### src/rtl/fm_pkg.sv
package fm_pkg;
    localparam int CODE_W = 3;
    localparam int ERR_W  = 4;
    localparam int ERR_UV  = 0;
    localparam int ERR_TMP = 1;
    localparam int ERR_NEG = 2;
    localparam int ERR_POS = 3;

    typedef struct packed {
        logic [CODE_W-1:0] code;
        logic              temp_en;
    } fm_cfg_t;
endpackage

### src/rtl/fm_interval_gen.sv
module fm_interval_gen #(
    parameter int CODE_W = 3
) (
    input  logic              clk,
    input  logic              rst_n,
    input  logic              ms_tick,
    input  logic              restart,
    input  logic [CODE_W-1:0] code,
    output logic              sample
);
    localparam int CNT_W = (1 << CODE_W) - 1;

    typedef struct packed {
        logic [CNT_W-1:0] cnt;
    } ig_st_t;

    ig_st_t st_d, st_q;
    logic [CNT_W:0]   span;
    logic [CNT_W-1:0] last;

    always_comb begin
        span   = (CNT_W+1)'(1) << code;
        last   = CNT_W'(span - (CNT_W+1)'(1));
        st_d   = st_q;
        sample = 1'b0;
        if (code == '0) begin
            sample     = 1'b1;
            st_d.cnt   = '0;
        end else if (ms_tick) begin
            if (st_q.cnt == last) begin
                sample   = 1'b1;
                st_d.cnt = '0;
            end else begin
                st_d.cnt = st_q.cnt + 1'b1;
            end
        end
        if (restart) st_d.cnt = '0;
    end

    always_ff @(posedge clk or negedge rst_n) begin
        if (!rst_n) st_q <= '0;
        else        st_q <= st_d;
    end

    // a timed sample only comes with a millisecond tick
    assert_sample_on_tick_R2: assert property (@(posedge clk) disable iff (!rst_n)
        (sample && code != '0) |-> ms_tick);
    // counter never runs past the selected period
    assert_cnt_bound_R3: assert property (@(posedge clk) disable iff (!rst_n)
        st_q.cnt <= last);
endmodule

### src/rtl/fm_hit_filter.sv
module fm_hit_filter #(
    parameter int HITS = 2
) (
    input  logic clk,
    input  logic rst_n,
    input  logic sample,
    input  logic enable,
    input  logic over,
    output logic fire
);
    localparam int CW = $clog2(HITS + 1);

    typedef struct packed {
        logic [CW-1:0] cnt;
    } hf_st_t;

    hf_st_t st_d, st_q;
    logic   hit;

    always_comb begin
        st_d = st_q;
        hit  = sample && enable && over;
        fire = hit && (st_q.cnt >= CW'(HITS - 1));
        if (sample) begin
            if (enable && over) st_d.cnt = (st_q.cnt == CW'(HITS)) ? st_q.cnt : st_q.cnt + 1'b1;
            else                st_d.cnt = '0;
        end
    end

    always_ff @(posedge clk or negedge rst_n) begin
        if (!rst_n) st_q <= '0;
        else        st_q <= st_d;
    end

    // consecutive-hit count saturates at its limit
    assert_cnt_sat_R4: assert property (@(posedge clk) disable iff (!rst_n)
        st_q.cnt <= CW'(HITS));
    // a disabled filter restarts its count at the next sample
    assert_disable_restart_R5: assert property (@(posedge clk) disable iff (!rst_n)
        (sample && !enable) |=> st_q.cnt == '0);
endmodule

### src/rtl/fault_monitor.sv
module fault_monitor
    import fm_pkg::*;
#(
    parameter int CHANNELS  = 4,
    parameter int TEMP_HITS = 2
) (
    input  logic                  clk,
    input  logic                  rst_n,
    input  logic                  ms_tick,
    input  logic                  cfg_we,
    input  logic [2:0]            cfg_interval,
    input  logic                  cfg_temp_en,
    input  logic                  over_temp,
    input  logic                  supply_low,
    input  logic                  spk_neg_short,
    input  logic                  spk_pos_short,
    input  logic                  err_clear,
    input  logic                  rd_sel,
    input  logic [CHANNELS-1:0]   ch_busy,
    input  logic [CHANNELS-1:0]   ch_ready,
    output logic                  err_out,
    output logic [2*CHANNELS-1:0] rd_data
);
    localparam int RD_W = 2 * CHANNELS;

    typedef struct packed {
        fm_cfg_t          cfg;
        logic [ERR_W-1:0] err;
        logic             out;
    } mon_st_t;

    mon_st_t          st_d, st_q;
    logic             sample;
    logic             temp_fire;
    logic [ERR_W-1:0] set_v;
    logic [ERR_W-1:0] keep_v;

    fm_interval_gen #(.CODE_W(CODE_W)) u_ivl (
        .clk     (clk),
        .rst_n   (rst_n),
        .ms_tick (ms_tick),
        .restart (cfg_we),
        .code    (st_q.cfg.code),
        .sample  (sample)
    );

    fm_hit_filter #(.HITS(TEMP_HITS)) u_tmp (
        .clk    (clk),
        .rst_n  (rst_n),
        .sample (sample),
        .enable (st_q.cfg.temp_en),
        .over   (over_temp),
        .fire   (temp_fire)
    );

    always_comb begin
        st_d  = st_q;
        set_v = '0;
        if (cfg_we) begin
            st_d.cfg.code    = cfg_interval;
            st_d.cfg.temp_en = cfg_temp_en;
        end
        if (sample) begin
            set_v[ERR_UV]  = supply_low;
            set_v[ERR_TMP] = temp_fire;
            set_v[ERR_NEG] = spk_neg_short;
            set_v[ERR_POS] = spk_pos_short;
        end
        keep_v = '1;
        if (err_clear) begin
            keep_v         = '0;
            keep_v[ERR_UV] = supply_low;
        end
        st_d.err = (st_q.err & keep_v) | set_v;
        st_d.out = |st_d.err;
    end

    always_ff @(posedge clk or negedge rst_n) begin
        if (!rst_n) begin
            st_q.cfg.code    <= CODE_W'(1);
            st_q.cfg.temp_en <= 1'b1;
            st_q.err         <= '0;
            st_q.out         <= 1'b0;
        end else begin
            st_q <= st_d;
        end
    end

    assign err_out = st_q.out;
    assign rd_data = rd_sel ? RD_W'(st_q.err) : {ch_busy, ch_ready};

    // temperature bit rises only while detection was enabled
    assert_temp_needs_en_R5: assert property (@(posedge clk) disable iff (!rst_n)
        $rose(st_q.err[ERR_TMP]) |-> $past(st_q.cfg.temp_en));
    // clear with no sample and a good supply empties the register
    assert_clear_empties_R8: assert property (@(posedge clk) disable iff (!rst_n)
        (err_clear && !supply_low && !sample) |=> st_q.err == '0);
    // a latched short holds until cleared
    assert_short_holds_R8: assert property (@(posedge clk) disable iff (!rst_n)
        (st_q.err[ERR_NEG] && !err_clear) |=> st_q.err[ERR_NEG]);
    // supply-low bit survives a clear while the supply is still low
    assert_uv_persists_R9: assert property (@(posedge clk) disable iff (!rst_n)
        (st_q.err[ERR_UV] && err_clear && supply_low) |=> st_q.err[ERR_UV]);
    // error output follows the latched bits
    assert_out_or_R10: assert property (@(posedge clk) disable iff (!rst_n)
        err_out == (|st_q.err));
endmodule

### config.mk
export PLATFORM = sky130hd
export DESIGN_NAME = fault_monitor
export DESIGN_NICKNAME = d
export VERILOG_FILES = /design/src/rtl/fm_pkg.sv /design/src/rtl/fm_interval_gen.sv /design/src/rtl/fm_hit_filter.sv /design/src/rtl/fault_monitor.sv
export SDC_FILE = /design/constraint.sdc
export NUM_CORES = 1
export LEC_CHECK = 0
export CAP_MARGIN = 20
export CORE_ASPECT_RATIO = 0.6
export CORE_MARGIN = 2
export CORE_UTILIZATION = 40
export CTS_BUF_LIST = sky130_fd_sc_hd__clkbuf_16
export DETAILED_ROUTE_END_ITERATION = 10
export GPL_TIMING_DRIVEN = 0
export PLACE_DENSITY = 0.67
export SETUP_SLACK_MARGIN = 0.2
export SYNTH_ARGS = -nofsm -noshare
export SYNTH_HDL_FRONTEND = slang
export SYNTH_HIERARCHICAL = 1
export SYNTH_SLANG_ARGS = --single-unit
### constraint.sdc
create_clock -name clk -period 4.6 [get_ports clk]
set_input_delay 0.46 -clock clk [delete_from_list [all_inputs] [get_ports clk]]
set_output_delay 0.46 -clock clk [all_outputs]
set_load 0.03 [all_outputs]
Word level (Yosys, flattened, before mapping):

Index checks and enable logic that the tools add are counted.

* shift operators: 1
* bitwise gates (word level): 2
* eq/ne operators: 3
* reduce and logical (&&, ||, !) cells: 8
* $add $sub $neg: 3
* $lt $le $gt $ge: 1
* muxes and demuxes: 12

Operators with widths (count)
* $mux 7: 4
* $mux 4: 2
* $mux 8: 1
* $add 7x1->7 const B: 1
* $eq 7x7->1: 1
* $shl 1x3->7 const A: 1
* $sub 7x1->7 const B: 1
* $and 4x4->4: 1
* $logic_and 1x1->1: 4
* $mux 2: 2
* $or 4x4->4: 1
* $reduce_or 4->1: 1
* $logic_not 3->1: 1
* $mux 1: 3
* $reduce_bool 3->1: 1
* $add 2x1->2 const B: 1
* $eq 2x2->1 const B: 1
* $ge 2x1->1 const B: 1
* $ne 2x2->1 const B: 1
* $reduce_and 2->1: 1

* logic and storage cells: 36
* output and inout port bits: 9
* bits in registers: 18

Longest topological paths before layout:

* depth in word-level cells: 12
* mapped depth: 15

Modules after synthesis:

The synthesis kept the hierarchy.

By module, submodules not included
* fm_interval_gen: instances 1, area each 661.9 µm², cells each 78
* fault_monitor: instances 1, area each 406.6 µm², cells each 35
* fm_hit_filter: instances 1, area each 156.4 µm², cells each 16

Least setup slack after synthesis:

Ideal clock, no wire load.

* path kind: register to register
* from: register st_q[7] (netlist name)
* to: register st_q (netlist bit err_out)
* data arrival time: 2.822 ns
* buffers on the path: 1
* setup slack: 1.639 ns
* cell stages (with the launch flop): 15
* library setup time: 0.139 ns
* cells stage by stage: dfrtp_1 > buf_6 > nor3_2 > inv_1 > ha_1 > or4b_4 > o211ai_2 > xnor2_1 > nor2b_4 > a21o_1 > nand3_1 > nor2_1 > nand2_1 > o21ai_0 > or4_1

RTL lines
* end signal, assigned: RTL line fault_monitor.sv:85 `st_q <= st_d;`
* end, declared: RTL line fault_monitor.sv:32 `mon_st_t st_d, st_q;`

==> impl_results.rst <==
.. list-table::
   :header-rows: 1

   * - Metric
     - Value
   * - Dominant combinational cell family by area after synthesis
     - simple AND/OR/NAND/NOR gates
   * - Path class of the lowest-slack min-delay path
     - flop to flop
   * - Kind of launch point of the worst setup path
     - flop
   * - DRC violation total after the first TritonRoute iteration
     - 80
   * - Most used flip-flop cell after synthesis
     - dfrtp_1
   * - Kind of cell with the highest combined delay on the critical path
     - simple AND/OR/NAND/NOR gates
   * - Achievable frequency
     - just over 300 MHz
   * - Total power divided by cell area
     - 309 nW/um^2
   * - Final critical-path required period
     - between 3 and 4 ns
   * - Vias in the first global route
     - 1,016
   * - CP Data Arrival Time
     - 3.43 ns
   * - EDFF count, synth
     - 0
   * - Worst path bufs/invs
     - 2
   * - Clock insertion delay at the later pin of the skew report
     - 0.25 ns
   * - Ratio of routed vias to standard cells
     - between 5 and 6
   * - Max-cap viol count
     - 0
   * - Yosys warning total
     - 6
   * - Clock tree root buffer cell
     - clkbuf_16
   * - Count of mapped cells out of synthesis
     - 129
   * - Reg-to-Reg Start
     - st_q[7]
   * - Share of the clock period used by the worst path after layout
     - 0.721
   * - Flops & latches, synth
     - 18
   * - Critical Path Stages
     - 14
   * - Share of the yosys chip area belonging to registers
     - 0.370
   * - Core area
     - 2890 sq um
   * - All-Layer GR Usage
     - 0.189
   * - Path depth of the worst reg2reg path
     - 14
   * - Total wire length after detailed routing
     - 2.99 mm
   * - Final #Nets
     - around 190
   * - RSZ-0062 raised after global routing
     - no
   * - Cell Rows
     - 15
   * - Setup crit start
     - st_q[7]
   * - Commonest non-fill, non-tap cell in the layout
     - clkdlybuf4s50_1
   * - Endpoint class of the critical path
     - flop
   * - Combined area of all synthesized cells
     - around 1200 sq um
   * - Routability congestion estimate from global placement
     - 0.844
   * - Quantity of hold-fixing buffers added after cts
     - 0
   * - Pin count of the biggest net entering global routing
     - 19
   * - Number of CTS-inserted buffers
     - 3
   * - Layout Area Growth over Synthesis
     - 34.4%
   * - Post-synthesis average cell area
     - 9.50 sq um
   * - Critical-path top delay cell
     - or4b_4
   * - Chip height
     - 46.9 um
   * - Horizontal die dimension
     - 75.4 um
   * - Number of antenna violations at the first check in global routing
     - 0
   * - Initial Util
     - 0.424
   * - Worst max-slew margin expressed relative to the limit
     - 0.466
   * - Synth async-reset ratio
     - 1.00
   * - Leakage power total
     - 0.669 nW
   * - Post-synthesis cell type count
     - 42
   * - Worst-Margin Slew
     - around 0.8 ns
   * - Multiplexer area fraction after synthesis
     - 0.0827
   * - Synth Net Count
     - 155
   * - Top library cells by usage in the layout, fill and taps aside
     - clkdlybuf4s50_1, dfrtp_1, inv_1, nand3_1
   * - Critical setup path kind
     - flop to flop
   * - Floorplan die area
     - around 3500 sq um
   * - Avg WL per Cell
     - 14.7 um
   * - Sum of negative setup slack
     - 0 ns
   * - Largest stage delay, worst path
     - 0.51 ns
   * - Max-slew violation count
     - 0
   * - Wire length of the first global-routing pass
     - 4.82 mm
   * - Post-CTS setup buffer count
     - 0
   * - Synth Area in Compound Gates
     - 0.165
   * - Share of final-layout standard cells stronger than drive strength 1
     - 0.148
   * - Final Hold Viols
     - 0
   * - Fill cell instance count of the final layout
     - 268
   * - Max Buffers Root-to-Sink
     - 2
   * - Buffers on Ports
     - 29
   * - Number of gates given a new drive strength after cts
     - 0
   * - Clock Skew
     - 0.00112 ns
   * - Instance count along the most critical hold path
     - 1
   * - Max IR drop VDD
     - ~160 uV
   * - Antenna Diode Count
     - 0
   * - Clock tree from TritonCTS
     - done
   * - Global-route congestion overflow total
     - 0
   * - Number of clock sinks
     - 18
   * - Fin util
     - 0.570
   * - Worst Setup EP
     - err_out
   * - Number of I/O pins
     - 31
   * - Vias
     - between 1,000 and 1,500
   * - Area fraction in and, or, nand and nor cells after synthesis
     - 0.243
   * - Final routed DRC violation total
     - 0
   * - Maximum fanout along the worst path
     - 10
   * - Post-detail-place hpwl
     - between 2 and 2.5 mm
   * - Critical path data required time
     - 4.72 ns
   * - Status
     - finished clean
   * - Clock slew seen by the registers of the worst setup and hold paths
     - 0.05 ns
   * - Remaining number of nets flagged by the antenna check after routing
     - 0
   * - Critical-path cell list
     - buf_6 > nor3_2 > inv_1 > ha_1 > or4b_4 > o211ai_2 > xnor2_1 > nor2b_4 > a21o_1 > nand3_1 > nor2_1 > nand2_1 > o21ai_0 > or4_1
   * - Detailed-router iteration count before antenna repair
     - 4
   * - H-tree levels
     - 1
   * - Fraction of the mapped netlist area in adder cells
     - 0.0409
   * - Setup violations, final
     - 0
   * - Post-synthesis xor/xnor area fraction
     - 0.0501
   * - Worst reg2reg endpoint
     - err_out
   * - Register-to-register path setup slack
     - ~1.3 ns
==> layout make-up <==
class / instances / area, sq um / share of cell area
repair buffers: 29 / 290 / 0.176
flip-flops and latches: 18 / 453 / 0.275
inverters: 9 / 33.8 / 0.0205
clock buffers: 3 / 75.1 / 0.0456
clock inverters: 1 / 3.75 / 0.00228
multi-input cells: 98 / 713 / 0.433
plain buffers: 4 / 25.0 / 0.0152
well taps: 42 / 52.6 / 0.0319
==> per-stage QoR <==
stage	setup WS [ns]	instances	cell area (sq um)	power (mW)	hold slack (ns)
3_3_place_gp	1.31	200	1570	0.331	0.500
6_report	1.28	204	1650	0.510	0.520
2_1_floorplan	1.64	129	1220	0.284	0.164
4_1_cts	1.27	204	1650	0.514	0.532
3_5_place_dp	1.30	200	1570	0.339	0.520
5_1_grt	1.00	204	1650	0.536	0.547
==> synth_stat cells, drive strengths merged (2+ instances only) <==
| library cell | count | area [sq um] |
|---|---|---|
| mux2 | 9 | 101 |
| nor2 | 6 | 22.5 |
| ha | 4 | 50.1 |
| xnor2 | 3 | 26.3 |
| buf | 3 | 21.3 |
| o21ai | 10 | 50.1 |
| nor3 | 4 | 25.0 |
| nand4 | 2 | 12.5 |
| dfrtp | 16 | 400 |
| inv | 9 | 33.8 |
| dfstp | 2 | 52.6 |
| nand2 | 8 | 30.0 |
| and2 | 2 | 12.5 |
| xor2 | 4 | 35.0 |
| and3 | 3 | 18.8 |
| nand2b | 4 | 25.0 |
| nand3 | 9 | 45.0 |
| o211ai | 5 | 52.6 |
| a21oi | 4 | 20.0 |
| nor2b | 6 | 45.0 |
==> power breakdown <==
group | switching (mW) | total (mW) | internal [mW]
Clock | 0.0564 | 0.172 | 0.115
Combinational | 0.0744 | 0.147 | 0.0722
Sequential | 0.0157 | 0.191 | 0.175
==> worst reg2reg max path: cells and delay by family (launching register included) <==
kind	cells	cell delay (ns)
xor+xnor	1	0.13
simple gates	7	1.63
buf+inv	2	0.24
flops	1	0.39
fa+ha+maj	1	0.29
compound gates	3	0.50
==> per-layer routing <==
metal  wire (um)  part of all wire  track usage  vias to the layer above
li1            -                 -            -                      533
met1        1420              0.47        0.263                      500
met2        1300              0.43        0.289                       46
met3         258             0.086       0.0622                        4
met4          19            0.0063       0.0456                        0
met5           0                 0            0                        -
==> sequential cells by signal (all words and copies together), names as in the netlist <==
register,flops
u_tmp/st_q,2
u_ivl/st_q,7
st_q,8
err_out,1
==> kinds of logic (layout without fill, tap and decap cells) <==
| group | count (synthesis) | after routing |
|---|---|---|
| compound gates | 27 | 27 |
| xor+xnor | 7 | 7 |
| simple gates | 51 | 51 |
| flops | 18 | 18 |
| fa+ha+maj | 4 | 4 |
| buf+inv | 13 | 46 |
| mux | 9 | 9 |
==> how the worst min path moves through the flow <==
stage                        from       endpoint  slack [ns]
global placement          st_q[8]        st_q[8]        0.50
finish                    st_q[8]        st_q[8]        0.52
floorplan                   rst_n        err_out        0.16
CTS                 u_tmp/st_q[0]  u_tmp/st_q[0]        0.53
detailed placement        st_q[8]        st_q[8]        0.52
global route              st_q[8]        st_q[8]        0.55
No activity file was read; power rests on OpenSTA's default activity.
